===== src/rtl/trc_pkg.sv =====
package trc_pkg;
  localparam int NCH    = 3;
  localparam int HDR_W  = 8;
  localparam int PAR_W  = 16;
  localparam int NPAR   = 4;
  localparam int TS_W   = 16;
  localparam int CNT_W  = 3;
  localparam int PRE_W  = 2;
  localparam int ADDR_W = 6;
  localparam int DATA_W = 32;
  localparam int PKT_W  = HDR_W + TS_W + NPAR * PAR_W;
  localparam int BITS_W = $clog2(PKT_W + 1);

  localparam logic [ADDR_W-1:0] ADR_CFG  = 6'h00;
  localparam logic [ADDR_W-1:0] ADR_CMD  = 6'h04;
  localparam logic [ADDR_W-1:0] ADR_PLO  = 6'h14;
  localparam logic [ADDR_W-1:0] ADR_PHI  = 6'h24;
  localparam int                CLR_BIT = 6;

  typedef struct packed {
    logic [PRE_W-1:0] presc;
    logic             ts_en;
    logic [1:0]       en3;
    logic [1:0]       en2;
    logic             en1;
  } cfg_t;

  typedef struct packed {
    logic [HDR_W-1:0] hdr;
    logic [CNT_W-1:0] cnt;
  } cmd_t;
endpackage


===== src/rtl/trc_regs.sv =====
module trc_regs
  import trc_pkg::*;
(
  input  logic                                clk,
  input  logic                                rst_n,
  input  logic                                bus_valid,
  input  logic                                bus_write,
  input  logic [ADDR_W-1:0]                   bus_addr,
  input  logic [DATA_W-1:0]                   bus_wdata,
  output logic [DATA_W-1:0]                   bus_rdata,
  input  logic                                accept,
  input  logic [NCH-1:0]                      grant,
  output cfg_t                                cfg,
  output logic                                ts_clr,
  output logic [NCH-1:0]                      pending,
  output cmd_t [NCH-1:0]                      cmd,
  output logic [NCH-1:0][NPAR-1:0][PAR_W-1:0] par
);
  logic           wr;
  logic [NCH-1:0] ch_on;

  assign wr     = bus_valid & bus_write;
  assign ts_clr = wr && (bus_addr == ADR_CFG) && bus_wdata[CLR_BIT];

  always_comb begin
    ch_on[0] = cfg.en1;
    ch_on[1] = |cfg.en2;
    ch_on[2] = |cfg.en3;
  end

  always_ff @(posedge clk or negedge rst_n) begin
    if (!rst_n) begin
      cfg <= '0;
    end else if (wr && bus_addr == ADR_CFG) begin
      cfg.presc <= bus_wdata[8:7];
      cfg.ts_en <= bus_wdata[5];
      cfg.en3   <= bus_wdata[4:3];
      cfg.en2   <= bus_wdata[2:1];
      cfg.en1   <= bus_wdata[0];
    end
  end

  for (genvar i = 0; i < NCH; i++) begin : g_ch
    localparam logic [ADDR_W-1:0] A_CMD = ADR_CMD + ADDR_W'(4 * i);
    localparam logic [ADDR_W-1:0] A_PLO = ADR_PLO + ADDR_W'(4 * i);
    localparam logic [ADDR_W-1:0] A_PHI = ADR_PHI + ADDR_W'(4 * i);

    always_ff @(posedge clk or negedge rst_n) begin
      if (!rst_n) begin
        pending[i] <= 1'b0;
        cmd[i]     <= '0;
      end else if (accept && grant[i]) begin
        pending[i] <= 1'b0;
        cmd[i]     <= '0;
      end else if (wr && bus_addr == A_CMD && ch_on[i] && !pending[i]) begin
        pending[i]  <= 1'b1;
        cmd[i].hdr  <= bus_wdata[15:8];
        cmd[i].cnt  <= bus_wdata[CNT_W-1:0];
      end
    end

    always_ff @(posedge clk or negedge rst_n) begin
      if (!rst_n) begin
        par[i] <= '0;
      end else if (wr && bus_addr == A_PLO) begin
        par[i][0] <= bus_wdata[PAR_W-1:0];
        par[i][1] <= bus_wdata[2*PAR_W-1:PAR_W];
      end else if (wr && bus_addr == A_PHI) begin
        par[i][2] <= bus_wdata[PAR_W-1:0];
        par[i][3] <= bus_wdata[2*PAR_W-1:PAR_W];
      end
    end
  end

  always_comb begin
    bus_rdata = '0;
    if (bus_addr == ADR_CFG)
      bus_rdata[8:0] = {cfg.presc, 1'b0, cfg.ts_en, cfg.en3, cfg.en2, cfg.en1};
    for (int i = 0; i < NCH; i++) begin
      if (bus_addr == ADR_CMD + ADDR_W'(4 * i))
        bus_rdata[15:0] = {cmd[i].hdr, 5'b0, cmd[i].cnt};
      if (bus_addr == ADR_PLO + ADDR_W'(4 * i))
        bus_rdata = {par[i][1], par[i][0]};
      if (bus_addr == ADR_PHI + ADDR_W'(4 * i))
        bus_rdata = {par[i][3], par[i][2]};
    end
  end
endmodule


===== src/rtl/trc_timer.sv =====
module trc_timer
  import trc_pkg::*;
(
  input  logic            clk,
  input  logic            rst_n,
  input  logic            clr,
  output logic [TS_W-1:0] value
);
  always_ff @(posedge clk or negedge rst_n) begin
    if (!rst_n)   value <= '0;
    else if (clr) value <= '0;
    else          value <= value + 1'b1;
  end
endmodule


===== src/rtl/trc_arbiter.sv =====
module trc_arbiter
  import trc_pkg::*;
(
  input  logic [NCH-1:0] pending,
  input  logic           idle,
  output logic [NCH-1:0] grant,
  output logic           accept
);
  logic found;
  always_comb begin
    grant = '0;
    found = 1'b0;
    for (int i = 0; i < NCH; i++) begin
      if (pending[i] && !found) begin
        grant[i] = 1'b1;
        found    = 1'b1;
      end
    end
    accept = idle & found;
  end
endmodule


===== src/rtl/trc_shifter.sv =====
module trc_shifter
  import trc_pkg::*;
(
  input  logic              clk,
  input  logic              rst_n,
  input  logic              start,
  input  logic [PRE_W-1:0]  presc,
  input  logic [PKT_W-1:0]  load_word,
  input  logic [BITS_W-1:0] nbits,
  output logic              ser_clk,
  output logic              ser_data,
  output logic              active
);
  logic [PKT_W-1:0]  sreg;
  logic [BITS_W-1:0] left;
  logic [PRE_W-1:0]  half;

  always_ff @(posedge clk or negedge rst_n) begin
    if (!rst_n) begin
      active  <= 1'b0;
      ser_clk <= 1'b0;
      sreg    <= '0;
      left    <= '0;
      half    <= '0;
    end else if (!active) begin
      ser_clk <= 1'b0;
      if (start) begin
        active <= 1'b1;
        sreg   <= load_word;
        left   <= nbits;
        half   <= '0;
      end
    end else if (half == presc) begin
      half <= '0;
      if (!ser_clk) begin
        ser_clk <= 1'b1;
      end else begin
        ser_clk <= 1'b0;
        sreg    <= sreg << 1;
        left    <= left - 1'b1;
        if (left == BITS_W'(1)) active <= 1'b0;
      end
    end else begin
      half <= half + 1'b1;
    end
  end

  assign ser_data = active & sreg[PKT_W-1];
endmodule


===== src/rtl/trace_serializer.sv =====
module trace_serializer
  import trc_pkg::*;
(
  input  logic              clk,
  input  logic              rst_n,
  input  logic              bus_valid,
  input  logic              bus_write,
  input  logic [ADDR_W-1:0] bus_addr,
  input  logic [DATA_W-1:0] bus_wdata,
  output logic [DATA_W-1:0] bus_rdata,
  output logic              ser_clk,
  output logic              ser_data,
  output logic              busy
);
  cfg_t                                cfg;
  logic                                ts_clr;
  logic [NCH-1:0]                      pend_w;
  cmd_t [NCH-1:0]                      cmd;
  logic [NCH-1:0][NPAR-1:0][PAR_W-1:0] par;
  logic [NCH-1:0]                      grant;
  logic                                accept;
  logic                                active;
  logic [TS_W-1:0]                     timer;

  cmd_t                                sel_cmd;
  logic [NPAR-1:0][PAR_W-1:0]          sel_par;
  logic [CNT_W-1:0]                    cnt_c;
  logic [TS_W-1:0]                     ts_snap;
  logic [NPAR*PAR_W-1:0]               pstream;
  logic [PKT_W-1:0]                    load_word;
  logic [BITS_W-1:0]                   nbits;

  trc_regs u_regs (
    .clk(clk), .rst_n(rst_n), .bus_valid(bus_valid), .bus_write(bus_write),
    .bus_addr(bus_addr), .bus_wdata(bus_wdata), .bus_rdata(bus_rdata),
    .accept(accept), .grant(grant), .cfg(cfg), .ts_clr(ts_clr),
    .pending(pend_w), .cmd(cmd), .par(par)
  );

  trc_timer u_timer (.clk(clk), .rst_n(rst_n), .clr(ts_clr), .value(timer));

  trc_arbiter u_arb (.pending(pend_w), .idle(!active), .grant(grant), .accept(accept));

  always_comb begin
    sel_cmd = '0;
    sel_par = '0;
    for (int i = 0; i < NCH; i++) begin
      if (grant[i]) begin
        sel_cmd = sel_cmd | cmd[i];
        sel_par = sel_par | par[i];
      end
    end
    cnt_c   = (sel_cmd.cnt > CNT_W'(NPAR)) ? CNT_W'(NPAR) : sel_cmd.cnt;
    ts_snap = ts_clr ? '0 : timer;
    for (int k = 0; k < NPAR; k++)
      pstream[(NPAR-k)*PAR_W-1 -: PAR_W] = sel_par[k];
    if (cfg.ts_en) load_word = {sel_cmd.hdr, ts_snap, pstream};
    else           load_word = {sel_cmd.hdr, pstream, {TS_W{1'b0}}};
    nbits = BITS_W'(HDR_W) + (cfg.ts_en ? BITS_W'(TS_W) : '0)
          + BITS_W'(cnt_c) * BITS_W'(PAR_W);
  end

  trc_shifter u_shift (
    .clk(clk), .rst_n(rst_n), .start(accept), .presc(cfg.presc),
    .load_word(load_word), .nbits(nbits), .ser_clk(ser_clk),
    .ser_data(ser_data), .active(active)
  );

  assign busy = active | (|pend_w);
endmodule


===== config.mk =====
export PLATFORM = sky130hd
export DESIGN_NAME = trace_serializer
export DESIGN_NICKNAME = d
export VERILOG_FILES = /design/src/rtl/trc_pkg.sv /design/src/rtl/trc_regs.sv /design/src/rtl/trc_timer.sv /design/src/rtl/trc_arbiter.sv /design/src/rtl/trc_shifter.sv /design/src/rtl/trace_serializer.sv
export SDC_FILE = /design/constraint.sdc
export NUM_CORES = 1
export LEC_CHECK = 0
export ABC_CLOCK_PERIOD_IN_PS = 3610
export BUFFER_PORTS_ARGS = -buffer_cell sky130_fd_sc_hd__buf_4
export CAP_MARGIN = 25
export CORE_ASPECT_RATIO = 0.6
export CORE_MARGIN = 4
export CORE_UTILIZATION = 40
export CTS_BUF_LIST = sky130_fd_sc_hd__clkbuf_16
export DETAILED_ROUTE_END_ITERATION = 16
export PLACE_DENSITY_LB_ADDON = 0.08
export SLEW_MARGIN = 25
export SYNTH_ARGS = -nofsm -noshare
export SYNTH_HDL_FRONTEND = slang
export SYNTH_HIERARCHICAL = 1
export SYNTH_SLANG_ARGS = --single-unit
export TNS_END_PERCENT = 10

===== constraint.sdc =====
create_clock -name clk -period 3.61 [get_ports clk]
set_input_delay 0.722 -clock clk [delete_from_list [all_inputs] [get_ports clk]]
set_output_delay 0.722 -clock clk [all_outputs]
set_load 0.01 [all_outputs]

# Yosys cells after proc, flatten, opt, wreduce, memory -nomap -nowiden
# Index checks and enable logic that the tools add are counted.
dict set report word_totals {
  regBits 351
  latch_bits 0
  mem_bits_rw 0
  rom_bits 0
  inputBits 42
  out_inout_bits 35
  elab_cells 159
  n_memories 0
}
dict set report op_classes {
  add_sub_neg 5
  multipliers 0
  div_mod_pow 0
  order_cmp 1
  n_eq_ne 13
  n_shift 0
  n_mux 57
  bitwise_logic 11
  n_reduce_logical 40
}
# operator count
set op_table {}
lappend op_table {{2-to-1 mux 88 bit} 4}
lappend op_table {{2-to-1 mux 32 bit} 6}
lappend op_table {{2-to-1 mux 64 bit} 3}
lappend op_table {{OR 64 bit} 2}
lappend op_table {{2-to-1 mux 11 bit} 9}
lappend op_table {{2-to-1 mux 16 bit} 5}
lappend op_table {{2-to-1 mux 80 bit} 1}
lappend op_table {{2-to-1 mux 7 bit} 4}
lappend op_table {{logical AND 1 bit} 22}
lappend op_table {{OR 11 bit} 2}
lappend op_table {{2-to-1 mux 1 bit} 19}
lappend op_table {{== test 6 x 5 -> 1 bit (second input constant)} 3}
lappend op_table {{== test 6 bit (second input constant)} 3}
lappend op_table {{adder 16 x 1 -> 16 bit (second input constant)} 1}
lappend op_table {{== test 6 x 4 -> 1 bit (second input constant)} 2}
lappend op_table {{2-to-1 mux 9 bit} 1}
lappend op_table {{nonzero test 2 bit} 4}
lappend op_table {{adder 6 x 7 -> 7 bit} 1}
lappend op_table {{== test 7 x 1 -> 1 bit (second input constant)} 1}
lappend op_table {{subtractor 7 x 1 -> 7 bit (second input constant)} 1}
lappend op_table {{adder 4 x 5 -> 6 bit (first input constant)} 1}
lappend op_table {{== test 6 x 3 -> 1 bit (second input constant)} 1}
lappend op_table {{zero test 1 bit} 6}
lappend op_table {{zero test 6 bit} 1}
lappend op_table {{other kinds (15)} 24}

# Depth between registers and ports, before layout
# Gate-level depths: netlist of run 1.
dict set report logic_depth {
  ltp_word 13
  depth_mapped 11
  depth_no_buf 8
}

# Hierarchy
# The synthesis of run 1 kept the hierarchy.
# module instances cells_per_inst area_per_inst_um2 seq_area_each_um2
set modules_own_cells {}
lappend modules_own_cells {trc_regs 1 910 11188.2 5905.7}
lappend modules_own_cells {trc_shifter 1 664 5610.4 2477.4}
lappend modules_own_cells {trace_serializer 1 209 1736.7 0.0}
lappend modules_own_cells {trc_timer 1 79 782.0 400.4}
lappend modules_own_cells {trc_arbiter 1 4 30.0 0.0}

# Least setup slack after synthesis of run 1
# No wires, ideal clock.
dict set report synth_path {
  path_type {input to output}
  start {in bus_addr[0]}
  end {out bus_rdata[20]}
  arrival_ps 2292
  required_ps 2888
  slack_ps 596
  stages 7
  path_buffers 4
  cell_sequence {buf_2 -> or4b_4 -> buf_6 -> clkbuf_1 -> clkbuf_1 -> o22a_1 -> a21oi_1}
}
dict set report synth_between {
  elab_chain_len 7
  word_cells_on_any_way 12
  classes_between {eq/ne (6); mux (6)}
}
# element line
set synth_rtl {}
lappend synth_rtl {{start: declaration} trace_serializer.sv:8} ;# input logic [ADDR_W-1:0] bus_addr,
lappend synth_rtl {{== test 6 x 5 -> 1 bit} trc_regs.sv:82} ;# if (bus_addr == ADR_PLO + ADDR_W'(4 * i))
lappend synth_rtl {{2-to-1 mux 32 bit} trc_regs.sv:82}
lappend synth_rtl {{2-to-1 mux 32 bit} trc_regs.sv:84} ;# if (bus_addr == ADR_PHI + ADDR_W'(4 * i))
lappend synth_rtl {{2-to-1 mux 32 bit} trc_regs.sv:82}
lappend synth_rtl {{2-to-1 mux 32 bit} trc_regs.sv:84}
lappend synth_rtl {{2-to-1 mux 32 bit} trc_regs.sv:82}
lappend synth_rtl {{2-to-1 mux 32 bit *} trc_regs.sv:84}
lappend synth_rtl {{end: declaration} trace_serializer.sv:10} ;# output logic [DATA_W-1:0] bus_rdata,
# Mark *: on every way between the ends. The rest lies on a longest branch, timed or not.

# Final worst setup path of run 1
dict set report layout_path {
  start {in bus_addr[3]}
  end {out bus_rdata[20]}
}
# The elaborated chain is that of the path after synthesis.

==> results.yml, run 1 <==
timing:
  hold_viol_final: 0
  worst_slew_pin_slew_ns: 1.11
  min_period_ns: 3.37
  fin_setup_tns_ns: 0
  setup_viol: 0
  max_freq_mhz: 296
  slew_headroom: 0.258
  drv_slew: 0
  skew_ns: 0.0255
  finalCritPeriodShare: 0.935
  grt_setup_unrepaired: "no"
finish:
  final_common_cell: "dfrtp_1"
  layout_common_cells: "dfrtp_1 (348), nand2_1 (243), mux2_2 (168)"
  final_nets: 1947
  drive_gt1_frac: 0.227
  stdcell_area_um2: 22000
  area_growth_pct: 13.5
floorplanning:
  rows: 62
  die_h_um: 178
  die_w_um: 292
  initial_core_util: 0.405
  fp.coreArea_um2: 47800
  fp.dieArea_um2: 52100
  ios: 77
clock_network:
  clk_path_buf_depth: 3
  cts_sinks: 351
  cts.hold.buffers_added: 0
  cts_setup_buffers: 0
  cts_root_buf: "clkbuf_16"
  cts-htree-levels: 2
  clkLatencyLatePin_ns: 0.54
  ctsResizeCount: 0
  numCtsBuffers: 38
  cts_tree: "built"
  clk_transition_reported_paths_ns: 0.06
power_and_ir_drop:
  switching_share: 0.335
  vdd_drop_max_v: 0.000323
  p_sw_mw: 4.03
  pwr_density_cell_nw_per_um2: 547
  power_frac_seq: 0.443
  p_int_mw: 7.98
  leakage_nw: 9.22
  clock_power_share: 0.310
  power_frac_comb: 0.247
logic_synthesis:
  postSynthAreaPerCell_um2: 10.4
  synth.distinct_cells: 69
  synth_area_um2: 19300
  yosysWarnings: 6
  synth_cells: 1866
  ys_ff_latch: 351
  ys_seq_area_frac: 0.454
  ys.flop_type: "dfrtp_1"
  async_flop_share: 1.00
  synth_edf_count: 0
worst_setup_path:
  crit_path_end_kind: "output pin"
  path_class: "input pin to output pin"
  cp.arrival_ns: 2.65
  crit_fanout: 32
  required_ns: 2.89
  setup.worst_path.start_class: "input pin"
  reg2reg_from: "u_regs/pending[1]$_DFFE_PN0P_"
  cp-startpoint: "bus_addr[3]"
detailed_routing:
  route.detailed.drc: 0
  drtIter0Drc: 1780
  routedWlPerCell_um: 25.3
  via_per_inst: 6.18
  via_count: 15900
  ant_nets: 0
  routed_wl_mm: 64.9
  first_pass_iters: 7
placement:
  port_buffers: 76
  place.detailed.hpwl_mm: 43.7
  routabilityCongestion: 0.924
  placedInstanceArea_um2: 20800
global_route:
  overflow: 0
  grt_usage: 0.245
  grt_max_degree: 198
  antenna_found_initial: 1
  grt_pass1_vias: 15300
  grt_pass1_wl_mm: 99.4
outcome:
  status: "finished, final reports clean"
worst_hold_path:
  min_path_type: "input pin to async pin"
flow_run:
  cap_violations: 0
## per-layer routing
layer,vias up,track usage,share of wire
met1,8067,0.391,0.50
met5,-,0,0
met2,665,0.329,0.39
li1,7060,-,-
met4,0,0.0614,0.022
met3,85,0.0567,0.083
## flip-flops by register name, summed over array words and instances, names as in the netlist
| register | flops |
|---|---|
| u_shift/ser_clk | 1 |
| u_shift/half | 2 |
| u_regs/cfg | 8 |
| u_shift/left | 7 |
| u_regs/cmd | 33 |
| u_timer/value | 16 |
| u_shift/active | 1 |
| u_regs/pending | 3 |
| u_shift/sreg | 88 |
| u_regs/par | 192 |
## through the flow
stage	worst slack, ns	hold WS, ns	std cells	utilization	power (mW)
floorplan	0.596	0.426	1868	-	7.39
global placement	0.306	0.477	2499	0.436	8.23
detailed placement	0.231	0.493	2499	0.436	8.32
CTS	0.215	0.262	2566	0.459	12.1
global route	0.117	0.276	2568	0.460	12.8
finish	0.236	0.232	2568	0.460	12.0
## path summary, 6_finish.rpt
path,cells after the start,slack [ns],to
setup / recovery,7,0.24,bus_rdata[20]
hold / removal,1,0.23,u_shift/left[4]$_DFFE_PN0P_
setup reg to reg,6,0.87,u_shift/sreg[31]$_DFFE_PN0P_
hold reg to reg,1,0.50,u_shift/sreg[84]$_DFFE_PN0P_
max in group asynchronous,2,2.55,u_regs/pending[0]$_DFFE_PN0P_
min in group clk,2,0.46,u_regs/par[49]$_DFFE_PN0P_
## worst max-delay path: stages
cell	delay [ns]
buf_4	0.14
nor3b_1	0.17
nand3_1	0.09
buf_4	0.44
and2_1	0.68
a21oi_1	0.16
buf_4	0.19
## cell families after synthesis
| logic type | Yosys count | share of synthesized area |
|---|---|---|
| AND/OR/NAND/NOR | 515 | 0.137 |
| adder cells (fa/ha/maj) | 5 | 0.00323 |
| multiplexers | 272 | 0.157 |
| other | 2 | 0.000388 |
| buffers and inverters | 197 | 0.0477 |
| flip-flops | 351 | 0.454 |
| XOR/XNOR | 21 | 0.00951 |
| AO/OA/AOI/OAI | 503 | 0.191 |
## power groups by stage
stage / clock network [mW] / registers (mW) / logic [mW]
2_1_floorplan: 0 / 5.14 / 2.25
3_3_place_gp: 0 / 5.35 / 2.87
3_5_place_dp: 0 / 5.37 / 2.95
4_1_cts: 3.83 / 5.31 / 2.96
5_1_grt: 4.00 / 5.42 / 3.34
6_report: 3.72 / 5.33 / 2.96
## synthesized netlist by cell type, drive strengths merged (5+ instances only)
library cell | n | area share
a211oi | 92 | 0.036
a21oi | 62 | 0.016
a222oi | 75 | 0.039
a22oi | 43 | 0.017
a2bb2oi | 10 | 0.0045
a31oi | 89 | 0.029
and2 | 7 | 0.0023
buf | 86 | 0.026
clkbuf | 87 | 0.017
dfrtp | 351 | 0.45
ha | 5 | 0.0032
inv | 24 | 0.0047
mux2 | 195 | 0.12
mux2i | 77 | 0.040
nand2 | 243 | 0.047
nand2b | 14 | 0.0045
nand3 | 15 | 0.0044
nand3b | 9 | 0.0035
nor2 | 45 | 0.0089
nor2b | 122 | 0.039
nor3 | 13 | 0.0054
nor3b | 6 | 0.0023
nor4 | 10 | 0.0058
o21a | 6 | 0.0023
o21ai | 34 | 0.0088
o221ai | 15 | 0.0068
o22a | 20 | 0.0091
o22ai | 21 | 0.0068
o2bb2ai | 16 | 0.0072
or3 | 9 | 0.0029
xnor2 | 17 | 0.0077
## final cells by class
class | count | area [um2]
sequential | 351 | 8790
inverter | 24 | 90.1
multi-input combinational | 1320 | 9710
timing repair buffer | 165 | 1430
antenna | 1 | 2.50
fill | 4511 | 25800
tap | 640 | 801
clock buffer | 39 | 976
clock inverter | 28 | 161
No activity file was read; power rests on OpenSTA's default activity.
==> run 2: changes to the inputs <==
- ABC_AREA: default -> 1
==> run 2 against run 1 <==
Clock skew down 0.015 ns. Critical path depth increased by 2. Final cell count up 20%. Register-to-register slack improved by 0.24 ns. Critical path type unchanged.
==> results.yml, run 2 <==
outcome:
  status: "finished, final reports clean"
logic_synthesis:
  netlist_top_cells_count: "nand2_1 (1032), dfrtp_1 (351), o21ai_1 (176)"
  yosysWarnings: 6
  synthTopCellsByArea: "dfrtp_1 (47%), nand2_1 (21%), o21ai_1 (4.8%)"
  synth_area_um2: 18500
  postSynthAreaPerCell_um2: 7.65
  synth_top_cell_area_share: 0.474
  ys_seq_area_frac: 0.474
  synth.distinct_cells: 38
  synth.most_common_cell: "nand2_1"
  async_flop_share: 1.00
  synth_edf_count: 0
  synth_cells: 2421
  synth_top_area_cell: "dfrtp_1"
  ys.flop_type: "dfrtp_1"
  ys_ff_latch: 351
clock_network:
  numCtsBuffers: 37
  cts-htree-levels: 2
  cts_root_buf: "clkbuf_16"
  clk_transition_reported_paths_ns: 0.06
  cts_sinks: 351
  ctsResizeCount: 0
  clk_path_buf_depth: 3
  clkLatencyLatePin_ns: 0.55
  cts_tree: "built"
  cts.hold.buffers_added: 0
  cts_setup_buffers: 0
flow_run:
  cap_violations: 0
floorplanning:
  die_h_um: 175
  die_w_um: 286
  initial_core_util: 0.409
  fp.dieArea_um2: 49900
  fp.coreArea_um2: 45300
  rows: 60
  ios: 77
placement:
  place.detailed.hpwl_mm: 44.3
  port_buffers: 76
  routabilityCongestion: 0.892
worst_setup_path:
  slowest_delay_ns: 0.36
  crit_fanout: 21
  setup.worst_path.start_class: "input pin"
  r2r_cells: 9
  path_class: "input pin to output pin"
  path_common_cell: "buf_4"
  crit_buf_inv: 3
  path_depth: 9
  crit_path_end_kind: "output pin"
  cp.arrival_ns: 2.40
  cp_cell_sequence: "buf_4 -> nor2_4 -> nand2_1 -> nor2_4 -> buf_4 -> a21oi_1 -> nand2_1 -> nand4_1 -> buf_4"
  crit_family: "simple AND/OR/NAND/NOR gates"
  slowest_stage: "buf_4"
  required_ns: 2.89
timing:
  worst_slew_pin_slew_ns: 0.783
  skew_ns: 0.0106
  whs_ns: 0.184
  drv_slew: 0
  min_period_ns: 3.13
  max_freq_mhz: 320
  slew_headroom: 0.478
  fin_setup_tns_ns: 0
  setup_viol: 0
  hold_viol_final: 0
  grt_setup_unrepaired: "no"
  finalCritPeriodShare: 0.866
finish:
  largestRegisters: "u_regs/par x192, u_shift/sreg x88, u_regs/cmd x33"
  fill_cells: 4588
  final_common_cell: "nand2_1"
  layout_common_cells: "nand2_1 (1032), dfrtp_1 (348), o21ai_1 (176)"
  drive_gt1_frac: 0.0999
  final_util: 0.458
  largest_register: "u_regs/par"
  area_growth_pct: 11.9
  largest_reg_flops: 192
  final_nets: 2496
detailed_routing:
  route.detailed.drc: 0
  routed_wl_mm: 63.5
  first_pass_iters: 5
  via_per_inst: 5.28
  routedWlPerCell_um: 20.5
  drtIter0Drc: 1692
  ant_nets: 0
  via_count: 16300
global_route:
  grt_max_degree: 85
  grt_pass1_vias: 15300
  grt_pass1_wl_mm: 97.5
  overflow: 0
  grt_usage: 0.254
  antenna_found_initial: 3
power_and_ir_drop:
  leakage_nw: 10.3
  vdd_drop_max_v: 0.000364
  pwr_density_cell_nw_per_um2: 506
worst_hold_path:
  min_path_type: "input pin to async pin"
==> run 2: cell count changes after synthesis, sizes merged, moves of 88 or more <==
cell	delta
a211oi	-92
inv	+114
nor2b	-120
mux2	-195
nand2	+806
a31oi	-88
o21ai	+281
nand3	+113
==> run 2: worst reg2reg max path: stages, from the launching register on <==
cell and delay, ns:
dfrtp_1 0.44, inv_1 0.10, nor2_4 0.58, buf_4 0.39, nand2_1 0.08, nand3_1 0.42, nand2_1 0.11, nand2_1 0.09
mux2i_1 0.07, o21ai_1 0.16
==> run 2: cell type report <==
type | instances | area (um2) | area share
clock buffer | 37 | 926 | 0.0447
timing repair buffer | 125 | 1130 | 0.0547
tap | 620 | 776 | 0.0374
multi-input combinational | 1796 | 8420 | 0.406
inverter | 138 | 520 | 0.0251
antenna | 1 | 2.50 | 0.000121
sequential | 351 | 8790 | 0.424
clock inverter | 25 | 161 | 0.00779
==> run 2: logic make-up (layout without fill, tap and decap cells) <==
| logic type | count (synthesis) | in the layout | share of synthesized area |
|---|---|---|---|
| mux | 87 | 87 | 0.0470 |
| compound gates | 377 | 377 | 0.107 |
| xor+xnor | 5 | 5 | 0.00236 |
| fa+ha+maj | 5 | 5 | 0.00338 |
| flops | 351 | 351 | 0.474 |
| buf+inv | 276 | 325 | 0.0732 |
| other cells | 2 | 5 | 0.000405 |
| simple gates | 1318 | 1318 | 0.293 |
==> run 2: worst paths after layout <==
kind / from / end / slack (ns)
max reg2reg: u_regs/pending[1]$_DFFE_PN0P_ / u_shift/sreg[16]$_DFFE_PN0P_ / 1.11
min reg2reg: u_shift/left[6]$_DFFE_PN0P_ / u_shift/left[6]$_DFFE_PN0P_ / 0.49
max: bus_addr[1] / bus_rdata[1] / 0.48
min: rst_n / u_regs/par[118]$_DFFE_PN0P_ / 0.18
max in group asynchronous: rst_n / u_regs/cmd[18]$_DFFE_PN0P_ / 2.46
min in group clk: bus_wdata[10] / u_regs/cmd[16]$_DFFE_PN0P_ / 0.38
==> run 2: routing by layer <==
layer	routed length, um	track usage	vias to the layer above
li1	-	-	7848
met1	31800	0.406	7803
met2	24200	0.332	600
met3	6540	0.0790	78
met4	938	0.0451	6
met5	42	0	-
==> run 2: where the power goes <==
part | total [mW] | switching (mW) | internal, mW | leakage [nW]
registers | 4.76 | 0.409 | 4.35 | 4.79
clock network | 3.61 | 1.67 | 1.94 | 0.565
logic | 2.12 | 1.42 | 0.703 | 4.94
total | 10.5 | 3.50 | 6.99 | 10.3
==> run 2: metrics by stage <==
stage / total power [mW] / instance area [um2] / setup slack (ns) / std cells
finish: 10.5 / 20700 / 0.485 / 3093
global route: 11.0 / 20700 / 0.365 / 3092
CTS: 10.6 / 20700 / 0.504 / 3092
detailed placement: 6.94 / 19600 / 0.512 / 3030
global placement: 6.91 / 19600 / 0.516 / 3030
floorplan: 6.47 / 18500 / 0.914 / 2423
==> run 3: changes to the inputs <==
- PLACE_DENSITY_LB_ADDON: 0.08 -> default
==> run 3 against run 2 <==
Global-route usage shrank 1.6 points. Worst setup slack got worse by 0.17 ns. First-iteration DRC count shrank 4.7%. Combinational power is essentially flat. Via count rose by 0.77%. Critical endpoint is now bus_rdata[3]. Largest cell class unchanged.
==> results.yml, run 3 (synthesized netlist as in run 2, its figures left out) <==
finish:
  largest_register: "u_regs/par"
  final_util: 0.458
  instances_no_fill: 3091
  diodes: 0
  largestRegisters: "u_regs/par x192, u_shift/sreg x88, u_regs/cmd x33"
  layout_common_cells: "nand2_1 (1032), dfrtp_1 (348), o21ai_1 (176)"
  area_growth_pct: 12.0
  drive_gt1_frac: 0.0979
  final_nets: 2489
  final_common_cell: "nand2_1"
  stdcell_area_um2: 20700
  largest_reg_flops: 192
placement:
  place.detailed.hpwl_mm: 40.0
  dpl.cell_count: 3022
  placedInstanceArea_um2: 19600
  routabilityCongestion: 0.914
  port_buffers: 76
flow_run:
  cap_violations: 0
timing:
  hold_viol_final: 0
  worst_slew_pin_slew_ns: 0.832
  drv_slew: 0
  finalCritPeriodShare: 0.913
  min_period_ns: 3.29
  max_freq_mhz: 304
  grt_setup_unrepaired: "no"
  setup_viol: 0
  whs_ns: 0.192
  skew_ns: 0.0198
  slew_headroom: 0.445
  fin_setup_tns_ns: 0
clock_network:
  cts.hold.buffers_added: 0
  ctsResizeCount: 0
  cts_tree: "built"
  cts-htree-levels: 2
  clk_transition_reported_paths_ns: 0.06
  cts_root_buf: "clkbuf_16"
  clk_path_buf_depth: 3
  clkLatencyLatePin_ns: 0.55
  cts_setup_buffers: 0
  cts_sinks: 351
  numCtsBuffers: 38
detailed_routing:
  route.detailed.drc: 0
  routedWlPerCell_um: 19.2
  via_per_inst: 5.33
  ant_nets: 0
  drtIter0Drc: 1612
  first_pass_iters: 6
  routed_wl_mm: 59.4
  via_count: 16500
worst_setup_path:
  crit_buf_inv: 5
  setup.worst_path.start_class: "input pin"
  required_ns: 2.89
  cp.arrival_ns: 2.57
  timing.rr.end: "u_shift/sreg[18]$_DFFE_PN0P_"
  path_common_cell: "buf_4"
  r2r_cells: 9
  reg2reg_from: "u_shift/active$_DFF_PN0_"
  path_class: "input pin to output pin"
  cp_cell_sequence: "buf_4 -> nor2_4 -> nand2_4 -> inv_2 -> nand2_2 -> inv_2 -> buf_4 -> nand2_1 -> nand3_1 -> a21oi_1 -> nand4_1 -> buf_4"
  r2r_setup_slack_ns: 0.91
  slowest_delay_ns: 0.39
  crit_family: "simple AND/OR/NAND/NOR gates"
  slowest_stage: "nor2_4"
  crit_fanout: 14
  crit_path_end_kind: "output pin"
worst_hold_path:
  min_path_type: "input pin to async pin"
power_and_ir_drop:
  clock_power_share: 0.354
  leakage_nw: 10.3
  p_int_mw: 7.16
  power_frac_seq: 0.445
  switching_share: 0.326
  vdd_drop_max_v: 0.000397
  p_sw_mw: 3.46
  pwr_density_cell_nw_per_um2: 512
  power_frac_comb: 0.201
global_route:
  grt_pass1_wl_mm: 93.7
  overflow: 0
  grt_usage: 0.238
  antenna_found_initial: 0
  grt_pass1_vias: 15700
  grt_max_degree: 101
floorplanning:
  initial_core_util: 0.409
  fp.coreArea_um2: 45300
  rows: 60
  die_w_um: 286
  fp.dieArea_um2: 49900
  die_h_um: 175
  ios: 77
outcome:
  status: "finished, final reports clean"
-- run 3: cell types whose count changed in the layout (fill, tap and decap cells not counted), moves of 2 or more --
cell        delta
clkinv_1       +2
clkbuf_16      +4
buf_4          -7
clkinv_8       -2
inv_1          +2
clkinvlp_4     +2
-- run 3: metal layers --
metal,global-route usage,vias to the layer above,wire length [um]
li1,-,7845,-
met1,0.350,7842,27300
met2,0.338,683,24200
met3,0.0752,89,6470
met4,0.0573,2,1260
met5,0.0163,-,115
-- run 3: how the worst max path moves through the flow --
stage | start | to | cells past startpoint
floorplan | bus_addr[1] | u_shift/sreg[74]$_DFFE_PN0P_ | 13
global placement | bus_addr[1] | bus_rdata[5] | 12
detailed placement | bus_addr[1] | bus_rdata[3] | 12
CTS | bus_addr[1] | bus_rdata[3] | 12
global route | bus_addr[1] | bus_rdata[3] | 12
finish | bus_addr[1] | bus_rdata[3] | 12
-- run 3: power by group through the flow --
stage               registers, mW  logic (mW)  clock network [mW]
floorplan                    4.65        1.81                   0
global placement             4.77        2.09                   0
detailed placement           4.78        2.13                   0
CTS                          4.72        2.13                3.85
global route                 4.78        2.38                4.03
finish                       4.73        2.14                3.76
-- run 3: area by class of cell --
type                       instances  area [um2]
timing repair buffer             117        1060
clock inverter                    28         154
clock buffer                      41        1030
tap                              620         776
fill                            4469       24500
inverter                         138         520
multi-input combinational       1796        8420
sequential                       351        8790
-- run 3: worst register-to-register path, delay by kind of cell (launching register included) --
family,cells,cell delay [ns]
and+or+nand+nor,4,0.89
AOI/OAI and AO/OA,2,0.60
buffers and inverters,3,0.58
DFF,1,0.50
-- run 3: stage by stage --
step / setup slack, ns / power [mW]
floorplan: 0.914 / 6.47
global placement: 0.365 / 6.86
detailed placement: 0.323 / 6.92
CTS: 0.324 / 10.7
global route: 0.222 / 11.2
finish: 0.316 / 10.6
